`config.mk`:
```
export PLATFORM = sky130hd
export DESIGN_NAME = oc_fault_counter
export DESIGN_NICKNAME = d
export VERILOG_FILES = /design/src/rtl/oc_fault_pkg.sv /design/src/rtl/oc_cycle_capture.sv /design/src/rtl/oc_sat_updown.sv /design/src/rtl/oc_fault_latch.sv /design/src/rtl/oc_fault_counter.sv
export SDC_FILE = /design/constraint.sdc
export NUM_CORES = 1
export LEC_CHECK = 0
export BUFFER_PORTS_ARGS = -buffer_cell sky130_fd_sc_hd__buf_2
export CAP_MARGIN = 20
export CORE_MARGIN = 8
export CORE_UTILIZATION = 35
export DETAILED_ROUTE_END_ITERATION = 8
export GPL_TIMING_DRIVEN = 0
export PLACE_DENSITY_LB_ADDON = 0.25
export RECOVER_POWER = 50
export SYNTH_ARGS = -nofsm -noshare
export SYNTH_HDL_FRONTEND = slang
export SYNTH_SLANG_ARGS = --single-unit
```
`constraint.sdc`:
```
create_clock -name clk -period 3.4 [get_ports clk]
set_input_delay 0.34 -clock clk [delete_from_list [all_inputs] [get_ports clk]]
set_output_delay 0.34 -clock clk [all_outputs]
set_load 0.05 [all_outputs]
```
`src/rtl/oc_fault_pkg.sv`:
```
package oc_fault_pkg;
  // Outcome of one low-side switching cycle, as seen by the counter.
  typedef enum logic [1:0] {
    EV_NONE  = 2'd0,  // no cycle boundary this clock
    EV_CLEAN = 2'd1,  // boundary, no qualified over-current during on-time
    EV_FAULT = 2'd2   // boundary, at least one qualified over-current
  } cyc_ev_e;
endpackage

```
`src/rtl/oc_cycle_capture.sv`:
```
module oc_cycle_capture
  import oc_fault_pkg::*;
(
  input  logic    clk,
  input  logic    rst_n,
  input  logic    cnt_en,
  input  logic    lo_drv,
  input  logic    cs_flag,
  output cyc_ev_e cyc_ev
);
  logic lo_q;
  logic hit_q;
  logic lo_fall;
  logic qualified;

  assign lo_fall   = lo_q & ~lo_drv;
  assign qualified = lo_drv & cs_flag;

  // Delayed copy of the low-side drive for edge detection. It runs even
  // while counting is disabled, so a cycle that ends right after
  // re-enable is still seen.
  always_ff @(posedge clk or negedge rst_n) begin
    if (!rst_n) lo_q <= 1'b0;
    else        lo_q <= lo_drv;
  end

  // Per-cycle over-current capture, cleared at each boundary.
  always_ff @(posedge clk or negedge rst_n) begin
    if (!rst_n)         hit_q <= 1'b0;
    else if (!cnt_en)   hit_q <= 1'b0;
    else if (lo_fall)   hit_q <= 1'b0;
    else if (qualified) hit_q <= 1'b1;
  end

  always_comb begin
    cyc_ev = EV_NONE;
    if (cnt_en && lo_fall) cyc_ev = hit_q ? EV_FAULT : EV_CLEAN;
  end
endmodule

```
`src/rtl/oc_sat_updown.sv`:
```
module oc_sat_updown
  import oc_fault_pkg::*;
#(
  parameter int CNT_W = 7,
  parameter int LIMIT = 65
) (
  input  logic             clk,
  input  logic             rst_n,
  input  logic             cnt_en,
  input  cyc_ev_e          cyc_ev,
  output logic [CNT_W-1:0] count,
  output logic             reach
);
  localparam logic [CNT_W-1:0] LIM_V  = CNT_W'(LIMIT);
  localparam logic [CNT_W-1:0] LIM_M1 = CNT_W'(LIMIT - 1);
  localparam logic [CNT_W-1:0] ONE    = CNT_W'(1);

  logic [CNT_W-1:0] cnt_q;
  logic             at_top;
  logic             at_zero;

  assign at_top  = (cnt_q == LIM_V);
  assign at_zero = (cnt_q == '0);
  // Pulse when this faulty cycle takes the count onto the limit.
  assign reach   = (cyc_ev == EV_FAULT) && (cnt_q == LIM_M1);

  always_ff @(posedge clk or negedge rst_n) begin
    if (!rst_n) cnt_q <= '0;
    else if (!cnt_en) cnt_q <= '0;
    else begin
      unique case (cyc_ev)
        EV_FAULT: if (!at_top)  cnt_q <= cnt_q + ONE;
        EV_CLEAN: if (!at_zero) cnt_q <= cnt_q - ONE;
        default:  cnt_q <= cnt_q;
      endcase
    end
  end

  assign count = cnt_q;
endmodule

```
`src/rtl/oc_fault_latch.sv`:
```
module oc_fault_latch (
  input  logic clk,
  input  logic rst_n,
  input  logic cnt_en,
  input  logic reach,
  output logic fault_req
);
  logic flt_q;

  always_ff @(posedge clk or negedge rst_n) begin
    if (!rst_n)       flt_q <= 1'b0;
    else if (!cnt_en) flt_q <= 1'b0;
    else if (reach)   flt_q <= 1'b1;
  end

  assign fault_req = flt_q;
endmodule

```
`src/rtl/oc_fault_counter.sv`:
```
module oc_fault_counter
  import oc_fault_pkg::*;
#(
  parameter int LIMIT = 65,
  parameter int CNT_W = 7
) (
  input  logic             clk,
  input  logic             rst_n,
  input  logic             cnt_en,
  input  logic             lo_drv,
  input  logic             cs_flag,
  output logic             fault_req,
  output logic [CNT_W-1:0] count
);
  cyc_ev_e cyc_ev;
  logic    reach;

  oc_cycle_capture u_cap (
    .clk    (clk),
    .rst_n  (rst_n),
    .cnt_en (cnt_en),
    .lo_drv (lo_drv),
    .cs_flag(cs_flag),
    .cyc_ev (cyc_ev)
  );

  oc_sat_updown #(.CNT_W(CNT_W), .LIMIT(LIMIT)) u_cnt (
    .clk   (clk),
    .rst_n (rst_n),
    .cnt_en(cnt_en),
    .cyc_ev(cyc_ev),
    .count (count),
    .reach (reach)
  );

  oc_fault_latch u_flt (
    .clk      (clk),
    .rst_n    (rst_n),
    .cnt_en   (cnt_en),
    .reach    (reach),
    .fault_req(fault_req)
  );
endmodule

```
==> results of run 1 <==
kinds of logic after synthesis:
| group | after synthesis | share of synthesized area, % |
|---|---|---|
| XOR/XNOR | 7 | 8.86 |
| AO/OA/AOI/OAI | 13 | 18.3 |
| adder cells (fa/ha/maj) | 2 | 3.62 |
| multiplexers | 1 | 1.45 |
| AND/OR/NAND/NOR | 31 | 26.8 |
| flip-flops | 10 | 36.2 |
| buffers and inverters | 7 | 4.88 |
layout make-up:
| class | count | area share, % |
|---|---|---|
| tap | 27 | 4.09 |
| timing repair buffer | 13 | 7.73 |
| buffer | 6 | 3.64 |
| multi-input combinational | 54 | 49.4 |
| sequential | 10 | 30.3 |
| inverter | 1 | 0.455 |
| clock buffer | 4 | 4.39 |
placed cells by master, fill, tap and decap left out, types with 2 or more instances in the layout:
master,instances
dfrtp_1,10
nand3_1,4
xor2_1,4
xnor2_1,3
nor2_1,4
a21oi_1,4
nand2_1,4
clkbuf_4,3
and2_1,4
buf_2,7
a211oi_2,3
nand4_1,3
ha_1,2
clkbuf_1,10
nor2b_1,3
power by group:
part           switching (mW)  leakage, nW  internal (mW)  total (mW)
registers             0.00286        0.136          0.122       0.124
clock network          0.0486       0.0210         0.0652       0.114
logic                  0.0294        0.216         0.0199      0.0493
total                  0.0809        0.373          0.207       0.288
state kept, by name, indices dropped and copies added (netlist names):
signal and flops:
u_cap.hit_q 1, u_cap.lo_q 1, u_flt.fault_req 1, u_cnt.count 7
routing by layer:
layer / track usage [%] / share of wire [%] / wire (µm)
met3: 2.97 / 4.2 / 69
met5: 0 / 0 / 0
met1: 12.1 / 42 / 692
met4: 5.98 / 2.1 / 34
met2: 17.2 / 51 / 843
worst max-delay path by stage:
stage	end	slack, ns	cells past startpoint	from
final	u_cnt.count[6]	1.25	9	u_cap.hit_q
after global routing	u_cnt.count[6]	1.04	9	u_cap.hit_q
after CTS	u_cnt.count[6]	1.24	9	u_cap.hit_q
after detailed placement	u_cnt.count[6]	1.23	10	lo_drv
after global placement	u_cnt.count[6]	1.20	10	lo_drv
after floorplan	u_cnt.count[3]	1.27	6	u_cnt.count[0]
metrics by stage:
stage | utilization, % | setup WS [ns] | hold slack (ns) | total power [mW] | instance area, µm²
global route | 43.0 | 1.04 | 0.209 | 0.300 | 826
floorplan | - | 1.27 | 0.0444 | 0.162 | 692
finish | 43.0 | 1.25 | 0.217 | 0.288 | 826
CTS | 43.3 | 1.24 | 0.196 | 0.291 | 832
detailed placement | 40.9 | 1.23 | 0.223 | 0.175 | 786
global placement | 40.9 | 1.20 | 0.222 | 0.175 | 786
==> run_results.csv, run 1 <==
group,metric,value,unit
global_routing,grt_max_degree,11,
finish,antennaDiodeCount,0,
critical_path,path_delay_family,"buffers and inverters",
global_routing,grt_pass1_wl,2840,µm
global_routing,grt_use_total,10.6,%
hold_path,holdPathStages,1,
synthesis,yosys-top-cells-count,"dfrtp_1, clkbuf_1",
finish,layout-drive-gt1-share,22.7,%
clock_tree,clk_latency,0.28,ns
critical_path,worstPathArrival,2.31,ns
clock_tree,cts_buffer_depth,2,
place,gp_congestion,0.745,
synthesis,ys.flop_type,"dfrtp_1",
timing,hold_viol,0,
clock_tree,cts_num_sinks,10,
critical_path,r2r-end,"u_cnt.count[6]",
synthesis,synth-async-reset-ratio,100,%
synthesis,synth.distinct_cells,31,
floorplanning,row_count,16,
synthesis,synth_top_area_share,36.2,%
clock_tree,tritoncts,"built",
finish,finalNonFillerCells,115,
synthesis,synth_area,692,µm²
place,dp_hpwl,1120,µm
synthesis,synth_most_common_cell,"dfrtp_1",
critical_path,cp.buffers_inverters,2,
floorplanning,die-width,60.5,µm
drt,vias_per_cell,5.23,
critical_path,r2r_slack,1.25,ns
finish,multiInputGateArea,408,µm²
global_routing,grt_overflow_total,0,
clock_tree,htreeDepth,1,
finish,fillers,213,
place,portBuffers,12,
floorplanning,core,1920,µm²
flow_run,cap_violations,0,
synthesis,yosys_warnings,0,
hold_path,min_to,"u_cap.lo_q",
pwr,powerDensity,348,nW/µm²
synthesis,synth_nets,78,
timing,maxClockFrequency,0.466,GHz
clock_tree,cts_made_buffers,3,
global_routing,antenna_found_initial,0,
clock_tree,cts_resized,0,
critical_path,path_class,"reg2reg",
hold_path,hp-start,"lo_drv",
timing,layout_min_cycle_time,2.15,ns
timing,grt_setup_unrepaired,"false",
timing,slew_viol_final,0,
critical_path,timing.rr.start,"u_cap.hit_q",
floorplanning,dieArea,3660,µm²
critical_path,worstPathRequired,3.56,ns
synthesis,netlist_instances,71,
timing,post-route-period-util,63.1,%
floorplanning,start_util,36.0,%
critical_path,end_kind,"flip-flop",
drt,drtAntennaViolNets,0,
synthesis,syn_avg_cell_area,9.75,µm²
synthesis,synth_edf_count,0,
floorplanning,ioPinCount,13,
hold_path,hp-class,"in2reg",
timing,skew,0.00370,ns
critical_path,rr_worst_depth,9,
drt,num_vias,602,
finish,regArea,250,µm²
pwr,cellLeakagePower,0.373,nW
drt,wl,1640,µm
outcome,status,"finished, final reports clean",
critical_path,cpMaxStageDelayCell,"dfrtp_1",
drt,drt_iter0_markers,6,
critical_path,path_cells,"nand4bb_1 > clkbuf_1 > inv_1 > ha_1 > and4_1 > nand3_1 > o311ai_1 > xnor2_1 > o2bb2ai_1",
synthesis,synth_top_cell_by_area,"dfrtp_1",
finish,area_growth_syn_to_layout,19.3,%
clock_tree,clockRootBuffer,"clkbuf_4",
critical_path,critPathMaxStageDelay,0.42,ns
timing,worst_pin_slew,0.604,ns
critical_path,cp_max_fo,8,
clock_tree,cts_hold_buffers,1,
critical_path,critPathLaunchType,"flip-flop",
drt,drt_drc_violations_left,0,
floorplanning,dieHeight,60.5,µm
place,post-place-cells,110,
synthesis,ys_seq_elements,10,
timing,setup_viol,0,
drt,drtPass1Iterations,4,
synthesis,synth.area.top_cells,"dfrtp_1, a211oi_2, xor2_1, a2111oi_4, xnor2_1",
pwr,vdd.ir_drop.worst,0.134,mV
timing,setup_tns,0,ns
drt,post_drt_wl_per_cell,14.3,µm
global_routing,grt_pass1_vias,610,
timing,max_slew_margin,59.8,%
finish,layout.nets,96,
synthesis,ys_seq_area_share,36.2,%
clock_tree,clk_pin_slew,0.07,ns
clock_tree,cts_setup_buffers,0,
Power figures use the tool's default switching activity.
==> inputs of run 2 (changes only) <==
- clock period: 3.4 -> 2.22 ns (I/O delays scaled with it)
==> run_results.csv, run 2 (same netlist as run 1, synthesis figures left out) <==
group,metric,value,unit
outcome,status,"finished, final reports clean",
clock_tree,clk_latency,0.28,ns
pwr,vdd.ir_drop.worst,0.211,mV
pwr,p_total,0.445,mW
drt,drt_drc_violations_left,0,
timing,post-route-period-util,91.4,%
pwr,powerDensity,529,nW/µm²
drt,num_vias,600,
finish,largest_reg_flops,7,
place,portBuffers,12,
global_routing,grt_use_total,10.6,%
timing,hold_viol,0,
hold_path,hp-class,"in2reg",
clock_tree,cts_setup_buffers,0,
timing,grt_setup_unrepaired,"false",
critical_path,end_kind,"flip-flop",
clock_tree,tritoncts,"built",
clock_tree,cts_buffer_depth,2,
finish,layout.nets,95,
floorplanning,row_count,16,
timing,setup_tns,0,ns
floorplanning,dieHeight,60.5,µm
timing,layout_min_cycle_time,2.03,ns
timing,skew,0.00399,ns
finish,area_growth_syn_to_layout,21.5,%
drt,post_drt_wl_per_cell,14.7,µm
pwr,clkPwrFrac,39.5,%
global_routing,grt_overflow_total,0,
clock_tree,cts_made_buffers,3,
critical_path,critPathLaunchType,"flip-flop",
critical_path,path_class,"reg2reg",
finish,antennaDiodeCount,0,
clock_tree,clockRootBuffer,"clkbuf_4",
timing,slew_viol_final,0,
pwr,p_sw_share,28.5,%
floorplanning,dieArea,3660,µm²
critical_path,worstPathRequired,2.40,ns
floorplanning,core,1920,µm²
pwr,p_comb_share,17.5,%
drt,drt_iter0_markers,12,
pwr,cellLeakagePower,0.383,nW
finish,mostFrequentLayoutCell,"dfrtp_1",
timing,setup_viol,0,
critical_path,worstPathArrival,2.20,ns
global_routing,antenna_found_initial,0,
finish,layout_common_cells,"dfrtp_1, buf_2, clkbuf_1",
drt,vias_per_cell,5.26,
floorplanning,die-width,60.5,µm
flow_run,cap_violations,0,
clock_tree,htreeDepth,1,
place,gp_congestion,0.745,
drt,drtPass1Iterations,4,
place,dp_hpwl,1120,µm
timing,max_slew_margin,60.0,%
critical_path,cp_max_fo,9,
pwr,intPower,0.318,mW
floorplanning,ioPinCount,13,
timing,worst_pin_slew,0.601,ns
global_routing,grt_pass1_vias,610,
clock_tree,cts_num_sinks,10,
global_routing,grt_pass1_wl,2840,µm
drt,wl,1670,µm
global_routing,grt_max_degree,11,
finish,layout-drive-gt1-share,26.4,%
drt,drtAntennaViolNets,0,
clock_tree,clk_pin_slew,0.08,ns
pwr,p_switching,0.127,mW
timing,maxClockFrequency,0.493,GHz
floorplanning,start_util,36.0,%
pwr,pwr-share-seq,43.0,%
==> run 2: cell count changes in the layout (fill, tap and decap cells not counted) <==
cell / delta
clkbuf_1: -3
buf_2: +2
nand4bb_1: -1
nand4bb_4: +1
==> run 2: repair_timing <==
item	in CTS	in global routing
setup endpoints to repair	0	3
gates resized for setup	0	2
endpoints found under the hold margin	10	0
hold buffers	1	0
==> run 2: power by group through the flow <==
stage,clock network [mW],registers [mW],logic [mW]
4_1_cts,0.178,0.191,0.0767
2_1_floorplan,0,0.201,0.0470
3_5_place_dp,0,0.194,0.0745
6_report,0.176,0.191,0.0780
5_1_grt,0.186,0.192,0.0853
3_3_place_gp,0,0.194,0.0742
==> run 2: worst paths after layout <==
check	startpoint	to	slack, ns	cells past startpoint
worst min-delay path	lo_drv	u_cap.lo_q	0.10	1
worst max-delay path	u_cnt.count[0]	u_cnt.count[0]	0.19	6
worst min register to register	u_flt.fault_req	u_flt.fault_req	0.52	2
worst max register to register	u_cnt.count[0]	u_cnt.count[0]	0.19	6
max in group asynchronous	rst_n	u_cnt.count[6]	1.38	2
min in group asynchronous	rst_n	u_cnt.count[3]	0.45	2
==> run 2: routing by layer <==
layer	global-route usage [%]	vias to the layer above	wire length, µm	share of wire (%)
met5	0	-	0	0
met4	5.98	0	34	2.0
met3	2.97	5	70	4.2
met2	17.2	9	837	50
met1	12.1	295	732	44
li1	-	291	-	-
==> run 2: layout make-up <==
type	count	area, µm²
inverter	1	3.75
clock buffer	4	36.3
sequential	10	250
fill	211	1080
timing repair buffer	13	66.3
tap	27	33.8
buffer	5	26.3
multi-input combinational	54	424
==> run 2: through the flow <==
stage / hold WS, ns / worst slack [ns] / cell area [µm²] / util [%] / std cells
floorplan: -0.0736 / 0.0936 / 692 / - / 71
global placement: 0.104 / 0.0610 / 786 / 40.9 / 110
detailed placement: 0.105 / 0.0858 / 786 / 40.9 / 110
CTS: 0.0782 / 0.0641 / 832 / 43.3 / 115
global route: 0.0964 / 0.00733 / 841 / 43.8 / 114
finish: 0.102 / 0.192 / 841 / 43.8 / 114
==> run 2: critical path, stage by stage, from the launching register on <==
cell       delay (ns)
dfrtp_1          0.41
buf_6            0.15
or3_4            0.37
a2111oi_4        0.56
nor2_2           0.11
xor2_1           0.16
and2_1           0.16
